## config.mk

```make
export PLATFORM = sky130hd
export DESIGN_NAME = dma_seq_ctrl
export DESIGN_NICKNAME = d
export VERILOG_FILES = /design/src/rtl/dma_seq_pkg.sv /design/src/rtl/dma_seq_fsm.sv /design/src/rtl/dma_seq_ctl_dec.sv /design/src/rtl/dma_seq_trace.sv /design/src/rtl/dma_seq_ctrl.sv
export SDC_FILE = /design/constraint.sdc
export NUM_CORES = 1
export LEC_CHECK = 0
export ABC_AREA = 1
export BUFFER_PORTS_ARGS = -buffer_cell sky130_fd_sc_hd__buf_2
export CAP_MARGIN = 10
export CORE_ASPECT_RATIO = 1.25
export CORE_MARGIN = 10
export CORE_UTILIZATION = 42
export CTS_CLUSTER_SIZE = 16
export DETAILED_ROUTE_END_ITERATION = 10
export HOLD_SLACK_MARGIN = 0.12
export PLACE_DENSITY_LB_ADDON = 0.2
export SLEW_MARGIN = 20
export SYNTH_ARGS = -nofsm -noshare
export SYNTH_HDL_FRONTEND = slang
export SYNTH_SLANG_ARGS = --single-unit
```

## constraint.sdc

```tcl
create_clock -name clk_i -period 2.55 [get_ports clk_i]
set_input_delay 0.255 -clock clk_i [delete_from_list [all_inputs] [get_ports clk_i]]
set_output_delay 0.255 -clock clk_i [all_outputs]
set_load 0.005 [all_outputs]
```

## src/rtl/dma_seq_pkg.sv

```systemverilog
package dma_seq_pkg;
  localparam int ST_W  = 3;
  localparam int EVT_W = 4;

  typedef enum logic [ST_W-1:0] {
    ST_DOWN    = 3'd0,
    ST_STARTUP = 3'd1,
    ST_IDLE    = 3'd2,
    ST_SWCLN   = 3'd3,
    ST_HWCLN   = 3'd4,
    ST_HALTW   = 3'd5,
    ST_RUN     = 3'd6
  } seq_state_e;

  localparam logic [EVT_W-1:0] EV_DOWN       = 4'd0;
  localparam logic [EVT_W-1:0] EV_START      = 4'd1;
  localparam logic [EVT_W-1:0] EV_HW_STARTED = 4'd2;
  localparam logic [EVT_W-1:0] EV_RUN        = 4'd3;
  localparam logic [EVT_W-1:0] EV_SW_CLEANED = 4'd4;
  localparam logic [EVT_W-1:0] EV_HW_CLEANED = 4'd5;
  localparam logic [EVT_W-1:0] EV_HW_HALTED  = 4'd6;
  localparam logic [EVT_W-1:0] EV_IDLE       = 4'd7;
  localparam logic [EVT_W-1:0] EV_ERR_A      = 4'd8;
  localparam logic [EVT_W-1:0] EV_ERR_B      = 4'd9;
  localparam logic [EVT_W-1:0] EV_TICK       = 4'd10;

  typedef struct packed {
    logic en;
    logic irq_en;
    logic halt;
    logic drain;
  } seq_ctl_t;
endpackage

```

## src/rtl/dma_seq_fsm.sv

```systemverilog
module dma_seq_fsm
  import dma_seq_pkg::*;
(
  input  logic             clk_i,
  input  logic             rst_ni,
  input  logic             evt_vld_i,
  input  logic [EVT_W-1:0] evt_code_i,
  output seq_state_e       state_o,
  output logic             go_run_o,
  output logic             started_o,
  output logic             req_hw_start_o,
  output logic             req_hw_clean_o,
  output logic             req_sw_clean_o,
  output logic             teardown_o
);
  seq_state_e st_q, st_d;
  logic flag_q, flag_d, started_q, started_d;
  logic hws_d, hwc_d, swc_d, td_d;
  logic hws_q, hwc_q, swc_q, td_q;

  always_comb begin
    st_d      = st_q;
    flag_d    = flag_q;
    started_d = started_q;
    hws_d = 1'b0;
    hwc_d = 1'b0;
    swc_d = 1'b0;
    td_d  = 1'b0;
    if (evt_vld_i) begin
      if (evt_code_i == EV_DOWN) begin
        if (st_q != ST_DOWN) begin
          st_d = ST_DOWN;
          if (st_q inside {ST_RUN, ST_HALTW, ST_HWCLN}) swc_d = 1'b1;
          if (st_q inside {ST_STARTUP, ST_IDLE}) begin
            started_d = 1'b0;
            td_d      = 1'b1;
          end
        end
      end else begin
        case (st_q)
          ST_DOWN: begin
            case (evt_code_i)
              EV_START: begin st_d = ST_STARTUP; started_d = 1'b1; end
              EV_RUN: begin st_d = ST_STARTUP; started_d = 1'b1; flag_d = 1'b1; end
              EV_SW_CLEANED: begin started_d = 1'b0; td_d = 1'b1; end
              default: ;
            endcase
          end
          ST_STARTUP: begin
            case (evt_code_i)
              EV_HW_STARTED: st_d = flag_q ? ST_RUN : ST_IDLE;
              EV_RUN:        flag_d = 1'b1;
              EV_IDLE:       flag_d = 1'b0;
              default: ;
            endcase
          end
          ST_IDLE: begin
            if (evt_code_i == EV_RUN) begin
              st_d   = ST_RUN;
              flag_d = 1'b1;
            end
          end
          ST_RUN: begin
            case (evt_code_i)
              EV_HW_HALTED, EV_ERR_A: begin st_d = ST_SWCLN; swc_d = 1'b1; end
              EV_IDLE:  begin st_d = ST_HALTW; flag_d = 1'b0; end
              EV_ERR_B: st_d = ST_HALTW;
              default: ;
            endcase
          end
          ST_HALTW: begin
            case (evt_code_i)
              EV_HW_HALTED: begin st_d = ST_HWCLN; hwc_d = 1'b1; end
              EV_RUN:  flag_d = 1'b1;
              EV_IDLE: flag_d = 1'b0;
              default: ;
            endcase
          end
          ST_HWCLN: begin
            case (evt_code_i)
              EV_HW_CLEANED: begin st_d = ST_SWCLN; swc_d = 1'b1; end
              EV_RUN:  flag_d = 1'b1;
              EV_IDLE: flag_d = 1'b0;
              default: ;
            endcase
          end
          ST_SWCLN: begin
            case (evt_code_i)
              EV_SW_CLEANED: begin st_d = ST_STARTUP; hws_d = 1'b1; end
              EV_RUN:  flag_d = 1'b1;
              EV_IDLE: flag_d = 1'b0;
              default: ;
            endcase
          end
          default: st_d = ST_DOWN;
        endcase
      end
    end
  end

  always_ff @(posedge clk_i or negedge rst_ni) begin
    if (!rst_ni) begin
      st_q      <= ST_DOWN;
      flag_q    <= 1'b0;
      started_q <= 1'b0;
      hws_q     <= 1'b0;
      hwc_q     <= 1'b0;
      swc_q     <= 1'b0;
      td_q      <= 1'b0;
    end else begin
      st_q      <= st_d;
      flag_q    <= flag_d;
      started_q <= started_d;
      hws_q     <= hws_d;
      hwc_q     <= hwc_d;
      swc_q     <= swc_d;
      td_q      <= td_d;
    end
  end

  assign state_o        = st_q;
  assign go_run_o       = flag_q;
  assign started_o      = started_q;
  assign req_hw_start_o = hws_q;
  assign req_hw_clean_o = hwc_q;
  assign req_sw_clean_o = swc_q;
  assign teardown_o     = td_q;

  AST_REQ_EXCL: assert property (@(posedge clk_i) disable iff (!rst_ni)
    $onehot0({hws_q, hwc_q, swc_q}));
  AST_DOWN_EXIT: assert property (@(posedge clk_i) disable iff (!rst_ni)
    (evt_vld_i && evt_code_i == EV_DOWN) |=> (st_q == ST_DOWN));
  AST_START_RUN: assert property (@(posedge clk_i) disable iff (!rst_ni)
    (evt_vld_i && evt_code_i == EV_HW_STARTED && st_q == ST_STARTUP && flag_q)
      |=> (st_q == ST_RUN));
  AST_QUIET_HOLD: assert property (@(posedge clk_i) disable iff (!rst_ni)
    !evt_vld_i |=> ($stable(st_q) && !hws_q && !hwc_q && !swc_q && !td_q));
  AST_WAIT_FLAG: assert property (@(posedge clk_i) disable iff (!rst_ni)
    (evt_vld_i && evt_code_i == EV_RUN && st_q inside {ST_SWCLN, ST_HWCLN, ST_HALTW})
      |=> (flag_q && $stable(st_q)));
endmodule

```

## src/rtl/dma_seq_ctl_dec.sv

```systemverilog
module dma_seq_ctl_dec
  import dma_seq_pkg::*;
(
  input  seq_state_e state_i,
  output seq_ctl_t   ctl_o
);
  always_comb begin
    ctl_o        = '0;
    ctl_o.en     = (state_i == ST_RUN);
    ctl_o.irq_en = (state_i inside {ST_IDLE, ST_RUN});
    ctl_o.halt   = (state_i inside {ST_HALTW, ST_HWCLN, ST_SWCLN});
    ctl_o.drain  = (state_i == ST_HALTW);
  end
endmodule

```

## src/rtl/dma_seq_trace.sv

```systemverilog
module dma_seq_trace
  import dma_seq_pkg::*;
#(
  parameter logic [EVT_W-1:0] NO_EVT = '1
) (
  input  logic             clk_i,
  input  logic             rst_ni,
  input  logic             evt_vld_i,
  input  logic [EVT_W-1:0] evt_code_i,
  input  seq_state_e       state_i,
  output seq_state_e       prev_state_o,
  output logic [EVT_W-1:0] last_evt_o
);
  seq_state_e cur_q, prev_q;
  logic [EVT_W-1:0] evt_q;

  always_ff @(posedge clk_i or negedge rst_ni) begin
    if (!rst_ni) begin
      cur_q  <= ST_DOWN;
      prev_q <= ST_DOWN;
      evt_q  <= NO_EVT;
    end else begin
      cur_q <= state_i;
      if (state_i != cur_q) prev_q <= cur_q;
      if (evt_vld_i) evt_q <= evt_code_i;
    end
  end

  // cur_q lags the live state by one cycle, so prev updates in the same cycle as the move is seen
  always_comb begin
    prev_state_o = prev_q;
    if (state_i != cur_q) prev_state_o = cur_q;
  end
  assign last_evt_o = evt_q;

  AST_PREV_TRACK: assert property (@(posedge clk_i) disable iff (!rst_ni)
    (state_i != $past(state_i)) |-> (prev_state_o == $past(state_i)));
endmodule

```

## src/rtl/dma_seq_ctrl.sv

```systemverilog
module dma_seq_ctrl
  import dma_seq_pkg::*;
#(
  parameter logic [EVT_W-1:0] NO_EVT = '1
) (
  input  logic             clk_i,
  input  logic             rst_ni,
  input  logic             evt_vld_i,
  input  logic [EVT_W-1:0] evt_code_i,
  output logic [ST_W-1:0]  state_o,
  output logic             go_run_o,
  output logic             started_o,
  output logic             eng_en_o,
  output logic             eng_irq_en_o,
  output logic             eng_halt_o,
  output logic             eng_drain_o,
  output logic             req_hw_start_o,
  output logic             req_hw_clean_o,
  output logic             req_sw_clean_o,
  output logic             teardown_o,
  output logic [ST_W-1:0]  prev_state_o,
  output logic [EVT_W-1:0] last_evt_o
);
  seq_state_e st, prev_st;
  seq_ctl_t   ctl;

  dma_seq_fsm u_fsm (
    .clk_i          (clk_i),
    .rst_ni         (rst_ni),
    .evt_vld_i      (evt_vld_i),
    .evt_code_i     (evt_code_i),
    .state_o        (st),
    .go_run_o       (go_run_o),
    .started_o      (started_o),
    .req_hw_start_o (req_hw_start_o),
    .req_hw_clean_o (req_hw_clean_o),
    .req_sw_clean_o (req_sw_clean_o),
    .teardown_o     (teardown_o)
  );

  dma_seq_ctl_dec u_dec (
    .state_i (st),
    .ctl_o   (ctl)
  );

  dma_seq_trace #(.NO_EVT(NO_EVT)) u_trace (
    .clk_i        (clk_i),
    .rst_ni       (rst_ni),
    .evt_vld_i    (evt_vld_i),
    .evt_code_i   (evt_code_i),
    .state_i      (st),
    .prev_state_o (prev_st),
    .last_evt_o   (last_evt_o)
  );

  assign state_o      = st;
  assign prev_state_o = prev_st;
  assign eng_en_o     = ctl.en;
  assign eng_irq_en_o = ctl.irq_en;
  assign eng_halt_o   = ctl.halt;
  assign eng_drain_o  = ctl.drain;

  AST_EN_HAS_FLAG: assert property (@(posedge clk_i) disable iff (!rst_ni)
    eng_en_o |-> go_run_o);
  AST_HALT_NOT_EN: assert property (@(posedge clk_i) disable iff (!rst_ni)
    req_sw_clean_o |-> !eng_en_o);
endmodule

```

; Yosys cells after proc, flatten, opt, wreduce, memory -nomap -nowiden
; Cells that the tools add are included.
[word_totals]
latch_bits = 0
ramBits = 0
output_inout_bits = 20
input_bits = 7
regBits = 19
rom_bits = 0
memories = 0
elab_cells = 98
[classes]
shift = 0
n_bitwise = 1
eq_ne = 28
add_sub_neg = 0
mux = 41
div_mod_pow = 0
n_reduce_logical = 18
n_lt_le_gt_ge = 0
n_mul = 0
[ops]
columns = op, count
row1 = 2-to-1 mux 3 bit, 10
row2 = 2-to-1 mux 1 bit, 25
row3 = case mux 3 bit (7 select lines), 1
row4 = equality test 4 x 3 -> 1 bit (second input constant), 4
row5 = nonzero test 3 bit, 5
row6 = equality test 3 bit (second input constant), 3
row7 = inequality test 3 bit (second input constant), 3
row8 = AND reduction 9 bit, 1
row9 = equality test 4 x 2 -> 1 bit (second input constant), 2
row10 = equality test 4 bit (second input constant), 2
row11 = OR reduction 2 bit, 4
row12 = equality test 3 x 2 -> 1 bit (second input constant), 2
row13 = inequality test 3 x 1 -> 1 bit (second input constant), 2
row14 = inequality test 3 x 2 -> 1 bit (second input constant), 2
row15 = case mux 1 bit (2 select lines), 3
row16 = case mux 3 bit (2 select lines), 1
row17 = AND reduction 6 bit, 1
row18 = nonzero test 2 bit, 3
row19 = AND reduction 5 bit, 1
row20 = equality test 4 x 1 -> 1 bit (second input constant), 1
row21 = zero test 4 bit, 1
row22 = inequality test 2 x 1 -> 1 bit (second input constant), 2
row23 = inequality test 2 bit (second input constant), 2
row24 = inequality test 4 x 2 -> 1 bit (second input constant), 1
row25 = other kinds (6), 6

; Depth between registers and ports, before layout
; Gate-level depths: netlist of run 1.
[logic_depth]
word_depth = 6
depth_mapped = 12

; By module
; A second synthesis of run 1 with hierarchy kept.
[unflattened]
cells_unflattened = 167
area_unflattened_um2 = 1263.7
[by_module_without_submodules]
columns = mod, cells_each, n_inst, area_each_um2, seq_area_each_um2
row1 = dma_seq_fsm, 122, 1, 817.0, 225.2
row2 = dma_seq_trace, 35, 1, 405.4, 255.2
row3 = dma_seq_ctl_dec, 10, 1, 41.3, 0.0

; Worst setup path before layout of run 1
; Ideal clock, no wire load.
[synth_path]
path_kind = register to output
start = register u_fsm.st_q[2], in the netlist u_fsm.state_o[2]
end = output port prev_state_o[0]
slack_ns = 1.141
stages_incl_launch_ff = 5
t_arrival_ns = 1.154
path_cell_list = dfrtp_1 > buf_4 > xnor2_1 > nand3_1 > mux2_2
[synth_via]
elab_chain_cells = 2
[synth_rtl]
columns = item, line
row1 = from (decl), dma_seq_fsm.sv:16  ; seq_state_e st_q, st_d;
row2 = from (signal assigned), dma_seq_fsm.sv:111  ; st_q <= st_d;
row3 = inequality test 3 bit, dma_seq_trace.sv:32  ; if (state_i != cur_q) prev_state_o = cur_q;
row4 = 2-to-1 mux 3 bit, dma_seq_trace.sv:32
row5 = to (decl), dma_seq_ctrl.sv:21  ; output logic [ST_W-1:0] prev_state_o,
; Every way passes these cells.

; Final worst setup path of run 1
[layout_path]
start = register u_fsm.st_q[2], in the netlist u_fsm.state_o[2]
end = output port prev_state_o[1]
; The elaborated chain is that of the path after synthesis.

==> results.yml, run 1 <==
final_layout:
  finish.instance_area_um2: 1363
  final_cells: 222
  final_cell_mix: "nand2_1 (54), buf_2 (26), nor2_1 (18), inv_1 (15), dfrtp_1 (15)"
  final_common_cell: "nand2_1"
  fin_nets: 196
  diodes: 0
  fin_util: 0.5035
  drive_above_1_share: 0.2819
  area_delta_synth_final_pct: 14.75
worst_hold_path:
  hold_path.class: "input port to flop"
  worstHoldStart: "evt_code_i[1]"
  whs_path_depth: 3
  holdPathEnd: "u_trace.last_evt_o[1]"
clock_network:
  clockBufferDepth: 2
  htree_levels: 1
  clk_pin_slew_ns: 0.11
  cts_made_buffers: 3
  cts_tree: "done"
  clock-root-buffer: "clkbuf_4"
  clock_sinks: 19
  clock_latency_ns: 0.30
  ctsResizeCount: 0
  cts_setup_buffers: 0
pwr:
  power_leakage_nw: 0.7323
  irDropWorstVdd_mv: 0.4162
  p_per_area_nw_per_um2: 966.5
  p_total_mw: 1.317
route:
  ant_nets: 0
  first_pass_iters: 4
  drtIter0Drc: 36
  wl_per_cell_um: 12.81
  wl_um: 2844
  vias: 1134
  viasPerCell: 5.108
  drc: 0
flow_run:
  drv_cap: 0
setup_path:
  crit_required_ns: 2.30
  cp_max_fo: 13
  startpoint_type: "flop"
  criticalPathCategory: "flop to primary output"
  crit_path_end_kind: "primary output"
  reg2reg_slack_ns: 0.83
  worstPathArrival_ns: 1.70
  worstReg2RegEnd: "u_fsm.state_o[2]"
  reg2reg_from: "u_fsm.state_o[2]"
  reg2regPathDepth: 11
sta:
  fmax_ghz: 0.5125
  slew_headroom: 0.7049
  timing_hold_violations_final: 0
  finalMaxSlewViolations: 0
  period_minus_slack_ns: 1.951
  fin_skew_ns: 0.005342
  tightest_slew_ns: 0.4426
  min_period_over_period: 0.7652
  tns_ns: 0
  setup_viol: 0
  rsz0062_at_grt: "false"
global_route:
  grtUsageTotal: 0.1149
  antenna_found_initial: 0
  grt_pass1_wl_um: 4933
  grt_pass1_vias: 1108
  grt_max_degree: 20
  grt.overflow.total: 0
logic_synthesis:
  ys_seq_elements: 19
  ys_types: 27
  syn-cell-area_um2: 1187
  synth.avg_cell_area_um2: 7.375
  yosys_warnings: 0
  yosysSeqAreaShare: 0.4046
  syn_inst: 161
  syn-num-nets: 168
floorplanning:
  ioPinCount: 27
  start_util: 0.4387
  fp.dieArea_um2: 5367
  die_w_um: 67.56
  die_h_um: 79.45
  rows: 21
  core-area_um2: 2706
place:
  gp_congestion: 0.9519
  place_inst: 217
  placed_area_um2: 1326
  portBuffers: 26
  hpwl_um: 2355
run_status:
  status: "finished, final reports clean"
[per-layer routing]
layer,track usage,share of wire,up-vias
met5,0,0,-
met4,0.08025,0.042,0
met3,0.01826,0.066,10
met2,0.1789,0.46,42
met1,0.1383,0.43,521
li1,-,-,561
[kinds of logic (layout without fill, tap and decap cells)]
group	after synthesis	count (layout)	share of synthesized area
flops	19	19	0.4046
buf+inv	22	49	0.08746
mux	3	3	0.02845
compound gates	20	20	0.1022
simple gates	94	94	0.3551
xor+xnor	3	3	0.02213
[registers in the layout, indices dropped and copies added, names as in the netlist]
register,cells
u_trace.last_evt_o,4
u_fsm.state_o,3
u_trace.cur_q,3
u_trace.prev_q,3
u_fsm.go_run_o,1
u_fsm.req_hw_clean_o,1
u_fsm.req_hw_start_o,1
u_fsm.req_sw_clean_o,1
u_fsm.started_o,1
u_fsm.teardown_o,1
[critical path, cell delays in order, from the launching register on]
cell,delay [ns]
dfrtp_1,0.63
xnor2_1,0.13
nand3_1,0.14
mux2_2,0.37
buf_2,0.13
[final cells by class]
type	count	area, um^2
Multi-Input combinational cell	120	603.1
Inverter	18	70.07
Sequential cell	19	480.5
Fill cell	274	1344
Clock buffer	4	26.28
Timing Repair Buffer	27	140.1
Tap cell	34	42.54
[how the worst max path moves through the flow]
stage | startpoint | to | slack (ns) | depth (start not counted)
final | u_fsm.state_o[2] | prev_state_o[1] | 0.60 | 4
after global routing | u_fsm.state_o[2] | prev_state_o[0] | 0.47 | 4
after CTS | u_fsm.state_o[2] | prev_state_o[1] | 0.59 | 4
after detailed placement | u_fsm.state_o[2] | u_fsm.state_o[2] | 0.87 | 11
after global placement | u_fsm.state_o[0] | prev_state_o[0] | 0.95 | 4
after floorplan | u_fsm.state_o[2] | prev_state_o[0] | 1.14 | 4
[timing repair]
item                                    CTS  global route
hold buffers                              1             0
hold endpoints to repair                 15             0
endpoints found under the setup margin    0             0
[report_power, final]
| part | internal (mW) | leakage (nW) | total, mW | switching (mW) |
|---|---|---|---|---|
| clock | 0.0610 | 0.0150 | 0.152 | 0.0914 |
| combinational | 0.283 | 0.482 | 0.682 | 0.399 |
| sequential | 0.388 | 0.236 | 0.482 | 0.0943 |
| total | 0.732 | 0.732 | 1.32 | 0.585 |
[cell usage after synthesis, drive strengths merged]
master | count | area [um^2]
o21ai | 9 | 45.04
o2111ai | 1 | 8.760
a31oi | 1 | 6.260
nand3 | 9 | 50.05
nor2 | 26 | 132.6
clkbuf | 1 | 3.750
a21boi | 1 | 7.510
mux2 | 3 | 33.78
o211ai | 1 | 7.510
nor4 | 1 | 6.260
nand2 | 58 | 232.7
a21oi | 7 | 46.30
xnor2 | 3 | 26.28
inv | 18 | 70.07
dfrtp | 15 | 375.4
buf | 3 | 30.03
dfstp | 4 | 105.1
[through the flow]
| stage | hold slack (ns) | setup slack, ns |
|---|---|---|
| floorplan | -0.04059 | 1.141 |
| finish | 0.2349 | 0.5987 |
| global route | 0.2440 | 0.4707 |
| detailed placement | 0.2101 | 0.8747 |
| global placement | 0.2025 | 0.9519 |
| CTS | 0.2293 | 0.5898 |
(Power assumes the default switching activity.)
==> run 2, diff against run 1 <==
ABC_AREA = 0   (was 1)
clock period = 1.6 ns   (was 2.55 ns; I/O delays follow)
==> run 2 against run 1 <==
Effect of this change:
- the run now ends with negative setup slack left
- global-route usage rose by 1.2 points
- largest power group unchanged
- combinational power increased to 2.6 times the previous value
- register-to-register slack worse by 1.0 ns
- hold slack worse by 0.069 ns
- cell count is 13% lower
- sequential share of layout area is 5.9 points lower
- wire length is 12% higher
- highest routed layer unchanged
==> results.yml, run 2 <==
sta:
  setup_viol: 7
  min_period_over_period: 1.148
  rsz0062_at_grt: "true"
  finalMaxSlewViolations: 0
  slew_headroom: 0.7023
  setup_slack_ns: -0.2366
  timing_hold_violations_final: 0
  period_minus_slack_ns: 1.837
  fmax_ghz: 0.5445
  fin_skew_ns: 0.007568
  tightest_slew_ns: 0.4466
  whs_ns: 0.1657
setup_path:
  slowest_delay_ns: 0.47
  cp_max_fo: 5
  slowest_stage: "dfrtp_2"
  worstPathArrival_ns: 1.68
  crit_required_ns: 1.44
  startpoint_type: "flop"
  reg2reg_slack_ns: -0.17
  crit_path_end_kind: "primary output"
  criticalPathCategory: "flop to primary output"
  path_cells: "xor2_2 > nor3_2 > buf_4 > mux2_4 > buf_6"
final_layout:
  area_delta_synth_final_pct: 50.06
  fin_util: 0.6631
  final_common_cell: "buf_4"
  diodes: 0
  largest_reg_flops: 4
  final_cells: 194
  final_cell_mix: "buf_4 (30), buf_2 (23), dfrtp_1 (13), nor2_1 (7), buf_6 (6)"
  drive_above_1_share: 0.5901
  fin_nets: 169
route:
  met2_length_um: 1726
  first_pass_iters: 4
  wl_met3_um: 162
  drtIter0Drc: 45
  routed.top_layer: "met4"
  ant_nets: 0
  vias: 1040
  wl_per_cell_um: 16.47
  wl_um: 3195
  m1WireLength_um: 1256
  viasPerCell: 5.361
  drc: 0
logic_synthesis:
  synthMuxAreaShare: 0.08114
  synthSimpleGateAreaFrac: 0.2514
  async_flop_share: 1.000
  synth_most_common_cell: "dfrtp_1"
  yosys_warnings: 0
  synth_top_cell_by_area: "dfrtp_1"
  yosys_most_used_dff: "dfrtp_1"
  ys_types: 42
  syn_inst: 108
  synth.top_cells.by_count: "dfrtp_1 (15), nor2_1 (10), mux2_2 (7), nand2_1 (6), buf_2 (5)"
  synth_compound_area_frac: 0.1349
  syn-num-nets: 115
  synthXorXnorAreaFrac: 0.03200
  synth_top_cell_area_share: 0.3429
  syn-cell-area_um2: 1095
  synth_top_family_by_area: "simple AND/OR/NAND/NOR gates"
  synthAdderAreaFrac: 0
  synthTopCellsByArea: "dfrtp_1 (34%), dfstp_2 (9.6%), mux2_2 (7.2%)"
  yosysSeqAreaShare: 0.4389
  synth.avg_cell_area_um2: 10.14
  synth_edf_count: 0
  ys_seq_elements: 19
global_route:
  grt_pass1_vias: 1136
  grt_pass1_wl_um: 5161
  grt_max_degree: 20
  grt.overflow.total: 0
  grtUsageTotal: 0.1267
  antenna_found_initial: 0
pwr:
  pwr-share-comb: 0.641
  p_int_mw: 1.700
  power_frac_seq: 0.268
  power_leakage_nw: 0.7623
  swShare: 0.3801
  p_per_area_nw_per_um2: 1669
  irDropWorstVdd_mv: 1.013
  power_switching_mw: 1.042
  pwr-share-clk: 0.091
clock_network:
  cts_made_buffers: 3
  htree_levels: 1
  clk_pin_slew_ns: 0.11
  cts_tree: "done"
  clock_latency_ns: 0.30
  clock_sinks: 19
  clock-root-buffer: "clkbuf_4"
  clockBufferDepth: 2
floorplanning:
  fp.dieArea_um2: 5061
  die_w_um: 65.67
  start_util: 0.4419
  core-area_um2: 2477
  die_h_um: 77.08
  rows: 20
  ioPinCount: 27
place:
  gp_congestion: 0.8449
  place_inst: 177
  portBuffers: 26
  hpwl_um: 2225
flow_run:
  drv_cap: 0
run_status:
  violations: "negative setup slack"
  status: "finished, violations left"
worst_hold_path:
  hold_path.class: "input port to flop"
## run 2: power groups by stage
stage               Sequential, mW  Clock [mW]  Combinational [mW]
global route                 0.751       0.284                1.91
finish                       0.735       0.250                1.76
detailed placement           0.770           0                1.14
floorplan                    0.713           0               0.742
global placement             0.759           0                1.12
CTS                          0.725       0.253                1.53
## run 2: cells by family after synthesis
logic type	Yosys count
and+or+nand+nor	43
AOI/OAI and AO/OA	20
DFF	19
buffers and inverters	14
muxes	8
xor gates and xnor gates	4
## run 2: repair_timing
action	in CTS	in global routing
gates resized for setup	13	19
setup endpoints to repair	6	12
hold buffers	1	0
buffers inserted	9	3
pin swaps	4	7
endpoints found under the hold margin	19	0
## run 2: path summary, 6_finish.rpt
kind                              startpoint                     to  cells past startpoint
setup / recovery            u_fsm.state_o[2]        prev_state_o[1]                      5
hold / removal                 evt_code_i[0]  u_trace.last_evt_o[0]                      2
setup reg to reg            u_fsm.state_o[1]       u_fsm.state_o[0]                      7
hold reg to reg            u_trace.prev_q[0]      u_trace.prev_q[0]                      1
max in group asynchronous             rst_ni  u_trace.last_evt_o[3]                      2
min in group asynchronous             rst_ni      u_trace.prev_q[0]                      2
## run 2: final cells by class
type | count | area (um^2)
inverters | 3 | 11.26
flip-flops and latches | 19 | 483.0
well taps | 33 | 41.29
repair buffers | 60 | 417.9
clock buffers | 4 | 26.28
fillers | 193 | 834.6
multi-input cells | 75 | 663.1
## run 2: worst max-delay path: cells and delay by family, from the launching register on
family                    cells  cell delay (ns)
DFF                           1             0.47
muxes                         1             0.31
buffers and inverters         2             0.27
and+or+nand+nor               1             0.17
xor gates and xnor gates      1             0.16
## run 2: stage by stage
stage               power (mW)  TNS (ns)  setup WS [ns]  area [um^2]
floorplan                1.455  -0.05397       -0.05397         1116
global placement         1.876  -0.07425       -0.02749         1373
detailed placement       1.913   -0.2883        -0.1052         1373
CTS                      2.507    -1.131        -0.2207         1530
global route             2.943    -1.577        -0.2990         1643
finish                   2.742    -1.103        -0.2366         1643
## run 2: metal layers
layer / vias up / track usage
met3: 4 / 0.03779
met5: - / 0
met1: 511 / 0.1269
met4: 0 / 0.08369
met2: 25 / 0.2161
li1: 500 / -
